$ cat src/rtl/tmr3_pkg.sv
`timescale 1ns/1ps
package tmr3_pkg;
  // register slot inside one counter's 16-byte window
  typedef enum logic [1:0] {
    SLOT_COUNT = 2'd0,
    SLOT_RELOAD = 2'd1,
    SLOT_CMP_A = 2'd2,
    SLOT_CMP_B = 2'd3
  } slot_e;

  localparam int EVT_PER_CH = 3;
  localparam int EV_CMP_A = 0;
  localparam int EV_CMP_B = 1;
  localparam int EV_WRAP = 2;

  typedef struct packed {
    logic up;    // count direction, 1 = up
    logic wie;   // wrap event enable
    logic sel;   // tick source, 1 = external
    logic run;   // run enable
  } chctl_t;
endpackage

$ cat src/rtl/tmr3_channel.sv
`timescale 1ns/1ps
module tmr3_channel
  import tmr3_pkg::*;
#(
  parameter int W = 32
) (
  input  logic                  clk,
  input  logic                  rst,
  input  chctl_t                ctl,
  input  logic                  tick_int,
  input  logic                  tick_ext,
  input  logic                  wr,
  input  slot_e                 wr_slot,
  input  logic [W-1:0]          wdata,
  input  slot_e                 rd_slot,
  output logic [W-1:0]          rd_val,
  output logic [W-1:0]          cnt_o,
  output logic [EVT_PER_CH-1:0] evt
);
  logic [W-1:0] cnt_q, rel_q, cmpa_q, cmpb_q;
  logic [W-1:0] step;
  logic         tick_sel, adv, at_end, cnt_wr;

  always_comb begin
    tick_sel = ctl.sel ? tick_ext : tick_int;
    cnt_wr   = wr && (wr_slot == SLOT_COUNT);
    adv      = ctl.run && tick_sel && !cnt_wr;
    at_end   = ctl.up ? (&cnt_q) : (cnt_q == '0);
    if (at_end)      step = rel_q;
    else if (ctl.up) step = cnt_q + W'(1);
    else             step = cnt_q - W'(1);
    evt[EV_CMP_A] = adv && (step == cmpa_q);
    evt[EV_CMP_B] = adv && (step == cmpb_q);
    evt[EV_WRAP]  = adv && at_end && ctl.wie;
  end

  always_ff @(posedge clk) begin
    if (rst) begin
      cnt_q  <= '0;
      rel_q  <= '0;
      cmpa_q <= '0;
      cmpb_q <= '0;
    end else begin
      if (cnt_wr)   cnt_q <= wdata;
      else if (adv) cnt_q <= step;
      if (wr && wr_slot == SLOT_RELOAD) rel_q  <= wdata;
      if (wr && wr_slot == SLOT_CMP_A)  cmpa_q <= wdata;
      if (wr && wr_slot == SLOT_CMP_B)  cmpb_q <= wdata;
    end
  end

  always_comb begin
    unique case (rd_slot)
      SLOT_COUNT:  rd_val = cnt_q;
      SLOT_RELOAD: rd_val = rel_q;
      SLOT_CMP_A:  rd_val = cmpa_q;
      default:     rd_val = cmpb_q;
    endcase
  end

  assign cnt_o = cnt_q;
endmodule

$ cat src/rtl/tmr3_events.sv
`timescale 1ns/1ps
module tmr3_events #(
  parameter int EVW = 9
) (
  input  logic           clk,
  input  logic           rst,
  input  logic [EVW-1:0] evt,
  input  logic           wr_status,
  input  logic           wr_mask,
  input  logic [EVW-1:0] wdata,
  output logic [EVW-1:0] status_o,
  output logic [EVW-1:0] mask_o,
  output logic           irq_o
);
  logic [EVW-1:0] status_q, mask_q, status_d;
  logic           irq_q;

  always_comb begin
    status_d = (wr_status ? (status_q & wdata) : status_q) | evt;
  end

  always_ff @(posedge clk) begin
    if (rst) begin
      status_q <= '0;
      mask_q   <= '0;
      irq_q    <= 1'b0;
    end else begin
      status_q <= status_d;
      if (wr_mask) mask_q <= wdata;
      irq_q    <= |(status_q & ~mask_q);
    end
  end

  assign status_o = status_q;
  assign mask_o   = mask_q;
  assign irq_o    = irq_q;
endmodule

$ cat src/rtl/tmr3_unit.sv
`timescale 1ns/1ps
module tmr3_unit
  import tmr3_pkg::*;
#(
  parameter int N = 3,
  parameter int W = 32,
  parameter int ADDR_W = 6
) (
  input  logic              clk,
  input  logic              rst,
  input  logic              tick_int,
  input  logic              tick_ext,
  input  logic              wr_en,
  input  logic [ADDR_W-1:0] addr,
  input  logic [W-1:0]      wdata,
  output logic [W-1:0]      rdata,
  output logic              irq
);
  localparam int EVW = EVT_PER_CH * N;
  localparam int CTW = 4 * N;
  localparam int WIDX_W = ADDR_W - 2;
  localparam int GRP_W = WIDX_W - 2;
  localparam int CTRL_IDX = 4 * N;
  localparam int STAT_IDX = 4 * N + 1;
  localparam int MASK_IDX = 4 * N + 2;

  logic [WIDX_W-1:0] widx;
  logic [GRP_W-1:0]  grp;
  logic              aligned, wr_hit;
  logic [CTW-1:0]    ctl_q;
  logic [EVW-1:0]    evt_flat, status_q, mask_q;
  logic [N*W-1:0]    cnt_flat;
  logic [W-1:0]      ch_rd [N];
  logic [W-1:0]      rd_mux;
  chctl_t            ch_ctl [N];

  assign widx    = addr[ADDR_W-1:2];
  assign grp     = widx[WIDX_W-1:2];
  assign aligned = (addr[1:0] == 2'b00);
  assign wr_hit  = wr_en && aligned;

  always_ff @(posedge clk) begin
    if (rst) ctl_q <= '0;
    else if (wr_hit && widx == WIDX_W'(CTRL_IDX)) ctl_q <= wdata[CTW-1:0];
  end

  for (genvar g = 0; g < N; g++) begin : g_ch
    assign ch_ctl[g] = '{up:  ctl_q[EVW + g],
                         wie: ctl_q[EVT_PER_CH*g + 2],
                         sel: ctl_q[EVT_PER_CH*g + 1],
                         run: ctl_q[EVT_PER_CH*g]};
    tmr3_channel #(.W(W)) u_ch (
      .clk      (clk),
      .rst      (rst),
      .ctl      (ch_ctl[g]),
      .tick_int (tick_int),
      .tick_ext (tick_ext),
      .wr       (wr_hit && grp == GRP_W'(g)),
      .wr_slot  (slot_e'(widx[1:0])),
      .wdata    (wdata),
      .rd_slot  (slot_e'(widx[1:0])),
      .rd_val   (ch_rd[g]),
      .cnt_o    (cnt_flat[g*W +: W]),
      .evt      (evt_flat[EVT_PER_CH*g +: EVT_PER_CH])
    );
  end

  tmr3_events #(.EVW(EVW)) u_evt (
    .clk       (clk),
    .rst       (rst),
    .evt       (evt_flat),
    .wr_status (wr_hit && widx == WIDX_W'(STAT_IDX)),
    .wr_mask   (wr_hit && widx == WIDX_W'(MASK_IDX)),
    .wdata     (wdata[EVW-1:0]),
    .status_o  (status_q),
    .mask_o    (mask_q),
    .irq_o     (irq)
  );

  always_comb begin
    rd_mux = '0;
    for (int i = 0; i < N; i++) begin
      if (grp == GRP_W'(i)) rd_mux = ch_rd[i];
    end
    if (widx == WIDX_W'(CTRL_IDX)) rd_mux = {{(W-CTW){1'b0}}, ctl_q};
    if (widx == WIDX_W'(STAT_IDX)) rd_mux = {{(W-EVW){1'b0}}, status_q};
    if (widx == WIDX_W'(MASK_IDX)) rd_mux = {{(W-EVW){1'b0}}, mask_q};
    if (!aligned) rd_mux = '0;
  end

  always_ff @(posedge clk) begin
    if (rst) rdata <= '0;
    else     rdata <= rd_mux;
  end
endmodule

$ cat config.mk
export PLATFORM = sky130hd
export DESIGN_NAME = tmr3_unit
export DESIGN_NICKNAME = d
export VERILOG_FILES = /design/src/rtl/tmr3_pkg.sv /design/src/rtl/tmr3_channel.sv /design/src/rtl/tmr3_events.sv /design/src/rtl/tmr3_unit.sv
export SDC_FILE = /design/constraint.sdc
export NUM_CORES = 2
export LEC_CHECK = 0
export BUFFER_PORTS_ARGS = -buffer_cell sky130_fd_sc_hd__clkbuf_2
export CORE_AREA = 2 2 251 253
export CTS_CLUSTER_DIAMETER = 30
export DETAILED_ROUTE_END_ITERATION = 16
export DIE_AREA = 0 0 253 255
export GPL_TIMING_DRIVEN = 0
export PLACE_DENSITY_LB_ADDON = 0.05
export SETUP_SLACK_MARGIN = 0.15
export SYNTH_ARGS = -nofsm -noshare
export SYNTH_HDL_FRONTEND = slang
export SYNTH_SLANG_ARGS = --single-unit
$ cat constraint.sdc
create_clock -name clk -period 5.1 [get_ports clk]
set_clock_uncertainty 0.05 [all_clocks]
set_input_delay 0.51 -clock clk [delete_from_list [all_inputs] [get_ports clk]]
set_output_delay 0.51 -clock clk [all_outputs]
set_load 0.05 [all_outputs]
==> results.yml <==
run_status:
  status: "complete, no violations"
logic_synthesis:
  synthCells: 4190
  synth.distinct_cells: 103
  async_reset_ff_share_pct: 0
  netlist_area_um2: 31900
  synth_area_leaders: "dfxtp_1 28%, nand2_1 10%, a21oi_1 8.8%"
  syn_area_per_cell_um2: 7.60
  synth_top_area_share_pct: 28.1
  synth_fp_nets: 4326
  ys_warn_count: 0
  synth_edf_count: 0
  ys_ff_latch: 447
  yosysTopAreaCell: "dfxtp_1"
  synth_ff_type: "dfxtp_1"
  ys_seq_area_share_pct: 28.1
worst_hold_path:
  holdPathEnd: "g_ch[2].u_ch.rel_q[23]"
  min-delay-start: "wdata[23]"
  holdPathStages: 3
  hold_path_class: "in2reg"
routing:
  drc: 0
  drt-total-wl_mm: 166
  num_vias: 35885
  firstDrtPassIters: 8
  post_drt_via_cell_ratio: 6.81
  ant_nets: 0
  avgRoutedWirePerCell_um: 31.6
  drtIter0Drc: 5156
setup_path:
  arrival_ps: 5610
  rr_startpoint: "ctl_q[11]"
  reg2reg_depth: 12
  critPathCaptureType: "flip-flop"
  path_max_fanout: 10
  r2r_end: "u_evt.status_o[6]"
  required_ps: 5630
  cp-start-kind: "flip-flop"
  r2r_setup_slack_ps: 20
  worst-setup-path-type: "reg2reg"
floorplan:
  initial_core_util_pct: 51.2
  core-area_um2: 62200
  ios: 76
  fp.dieH_um: 255
  die_w_um: 253
  std_cell_rows: 92
  die_area_um2: 64500
sta:
  drv_slew: 0
  worst_slack_ps: 24.1
  setup_violations: 0
  relSlewSlack_pct: 4.96
  fin_tns_setup_ps: 0
  period_minus_slack_ps: 5080
  rsz0062_at_grt: "true"
  hold_viol: 0
  worst_pin_slew_ps: 1420
  timing.fmax_ghz: 0.197
  fin_crit_sh_pct: 99.5
power_and_ir_drop:
  p_leak_nw: 13.6
  ir_drop_mv: 0.284
  power_density_nw_per_um2: 318
grt:
  globalRouteTotalUtil_pct: 50.4
  grt_pass1_wl_mm: 233
  overflow: 0
  grt_start_max_net_pins: 16
  grt_pass1_vias: 33138
  antenna_found_initial: 17
cells_and_area:
  synthToLayoutAreaGrowth_pct: 16.6
  layout_common_cells: "886 x nand2_1, 556 x a21oi_1, 445 x dfxtp_1"
  nNetsFinal: 4519
  layout_commonest_cell: "nand2_1"
  drive_gt1_share_pct: 10.4
  finalInstanceArea_um2: 37100
cts:
  tritoncts: "done"
  clkSinkCount: 447
  cts_root_buffer: "clkbuf_16"
  clk_pin_slew_ps: 50
  cts.htree.levels: 3
  numCtsBuffers: 100
  clk_latency_ps: 660
  clockBufferDepth: 3
placed_design:
  hpwl_mm: 129
  place_area_um2: 33200
  portBuffers: 74
  gp_congestion: 1.08
  dp_slack_ps: -968
run:
  cap_violations: 0
==> registers in the layout (all words and copies together), names as in the netlist <==
register,cells
g_ch.u_ch.cnt_o,96
u_evt.status_o,9
u_evt.irq_o,1
ctl_q,12
g_ch.u_ch.cmpa_q,96
g_ch.u_ch.cmpb_q,96
rdata,32
u_evt.mask_o,9
g_ch.u_ch.rel_q,96
==> Yosys cell counts, types with 16 or more instances <==
cell type	instances
a211o_1	17
a211oi_1	72
a21o_1	43
a21oi_1	557
a22oi_1	16
a31oi_1	23
and2_1	25
and3_1	21
buf_1	29
clkbuf_1	254
dfxtp_1	447
ha_1	90
inv_1	80
mux2i_1	70
mux4_2	88
nand2_1	886
nand2b_1	18
nand3_1	62
nand4_1	74
nor2_1	299
nor2b_1	21
nor3_1	57
nor4_1	59
o2111ai_1	19
o211ai_1	90
o21a_1	18
o21ai_0	103
or3_1	23
xnor2_1	192
xor2_1	153
==> worst max-delay path, cell delays in order, from the launching register on <==
cell and delay, ps:
dfxtp_2 500, clkinvlp_4 160, buf_4 200, ha_1 280
clkbuf_1 370, a21oi_1 190, o21a_1 340, a211o_1 380
o31ai_1 610, a311oi_1 430, a2111oi_2 700, o2111ai_1 460
o31ai_2 300
==> metrics by stage <==
step                      cells  hold WS, ps  utilization [%]  power, mW
final                      5267         87.0             59.8       11.8
after global routing       5262         97.9             59.7       12.0
after CTS                  5255         83.2             59.4       11.7
after detailed placement   5063          417             53.5       5.07
after global placement     5063          410             53.5       5.08
after floorplan            4190          392                -       4.50
==> worst max path at each step <==
stage / from / end / slack, ps / cells past startpoint
after floorplan: ctl_q[10] / u_evt.status_o[3] / 1010 / 14
after global placement: ctl_q[9] / u_evt.status_o[1] / -1050 / 14
after detailed placement: ctl_q[9] / u_evt.status_o[0] / -970 / 14
after CTS: ctl_q[11] / u_evt.status_o[7] / 160 / 14
after global routing: ctl_q[11] / u_evt.status_o[6] / 6 / 15
final: ctl_q[11] / u_evt.status_o[6] / 20 / 12
==> layer usage <==
metal	global-route usage [%]	vias to the layer above	wire length (µm)
met5	0.301	-	126
met4	39.8	18	16100
met3	16.9	804	21000
met2	75.7	2617	70000
met1	59.0	16968	59000
li1	-	15478	-
==> logic make-up (layout without fill, tap and decap cells) <==
group | after synthesis | in the layout | share of synthesized area [%]
AND/OR/NAND/NOR | 1597 | 1597 | 22.0
AO/OA/AOI/OAI | 1154 | 1154 | 23.1
other | 0 | 8 | 0
adder cells (fa/ha/maj) | 93 | 93 | 3.72
multiplexers | 169 | 169 | 8.83
buffers and inverters | 382 | 652 | 4.62
XOR/XNOR | 348 | 348 | 9.70
flip-flops | 447 | 447 | 28.1
==> cell type report <==
class | count | area (µm²)
fillers | 5909 | 25000
multi-input cells | 3361 | 21700
flip-flops and latches | 447 | 8950
clock buffers | 120 | 2660
plain buffers | 302 | 1170
well taps | 799 | 1000
clock inverters | 59 | 812
repair buffers | 88 | 488
inverters | 80 | 312
repair inverters | 3 | 22.5
diodes | 8 | 20.0
==> where the power goes <==
group          total (mW)  leakage [nW]  switching, mW  internal [mW]
clock                6.68          1.68           2.20           4.47
combinational        1.58          8.35           1.12          0.455
sequential           3.55          3.60         0.0331           3.52
==> timing repair <==
action,in CTS,in global routing
gates cloned,3,0
gates resized for setup,30,39
hold buffers,0,0
setup endpoints to repair,15,8
setup buffers,10,4
pin swaps,0,4
No activity file was read; power rests on OpenSTA's default activity.
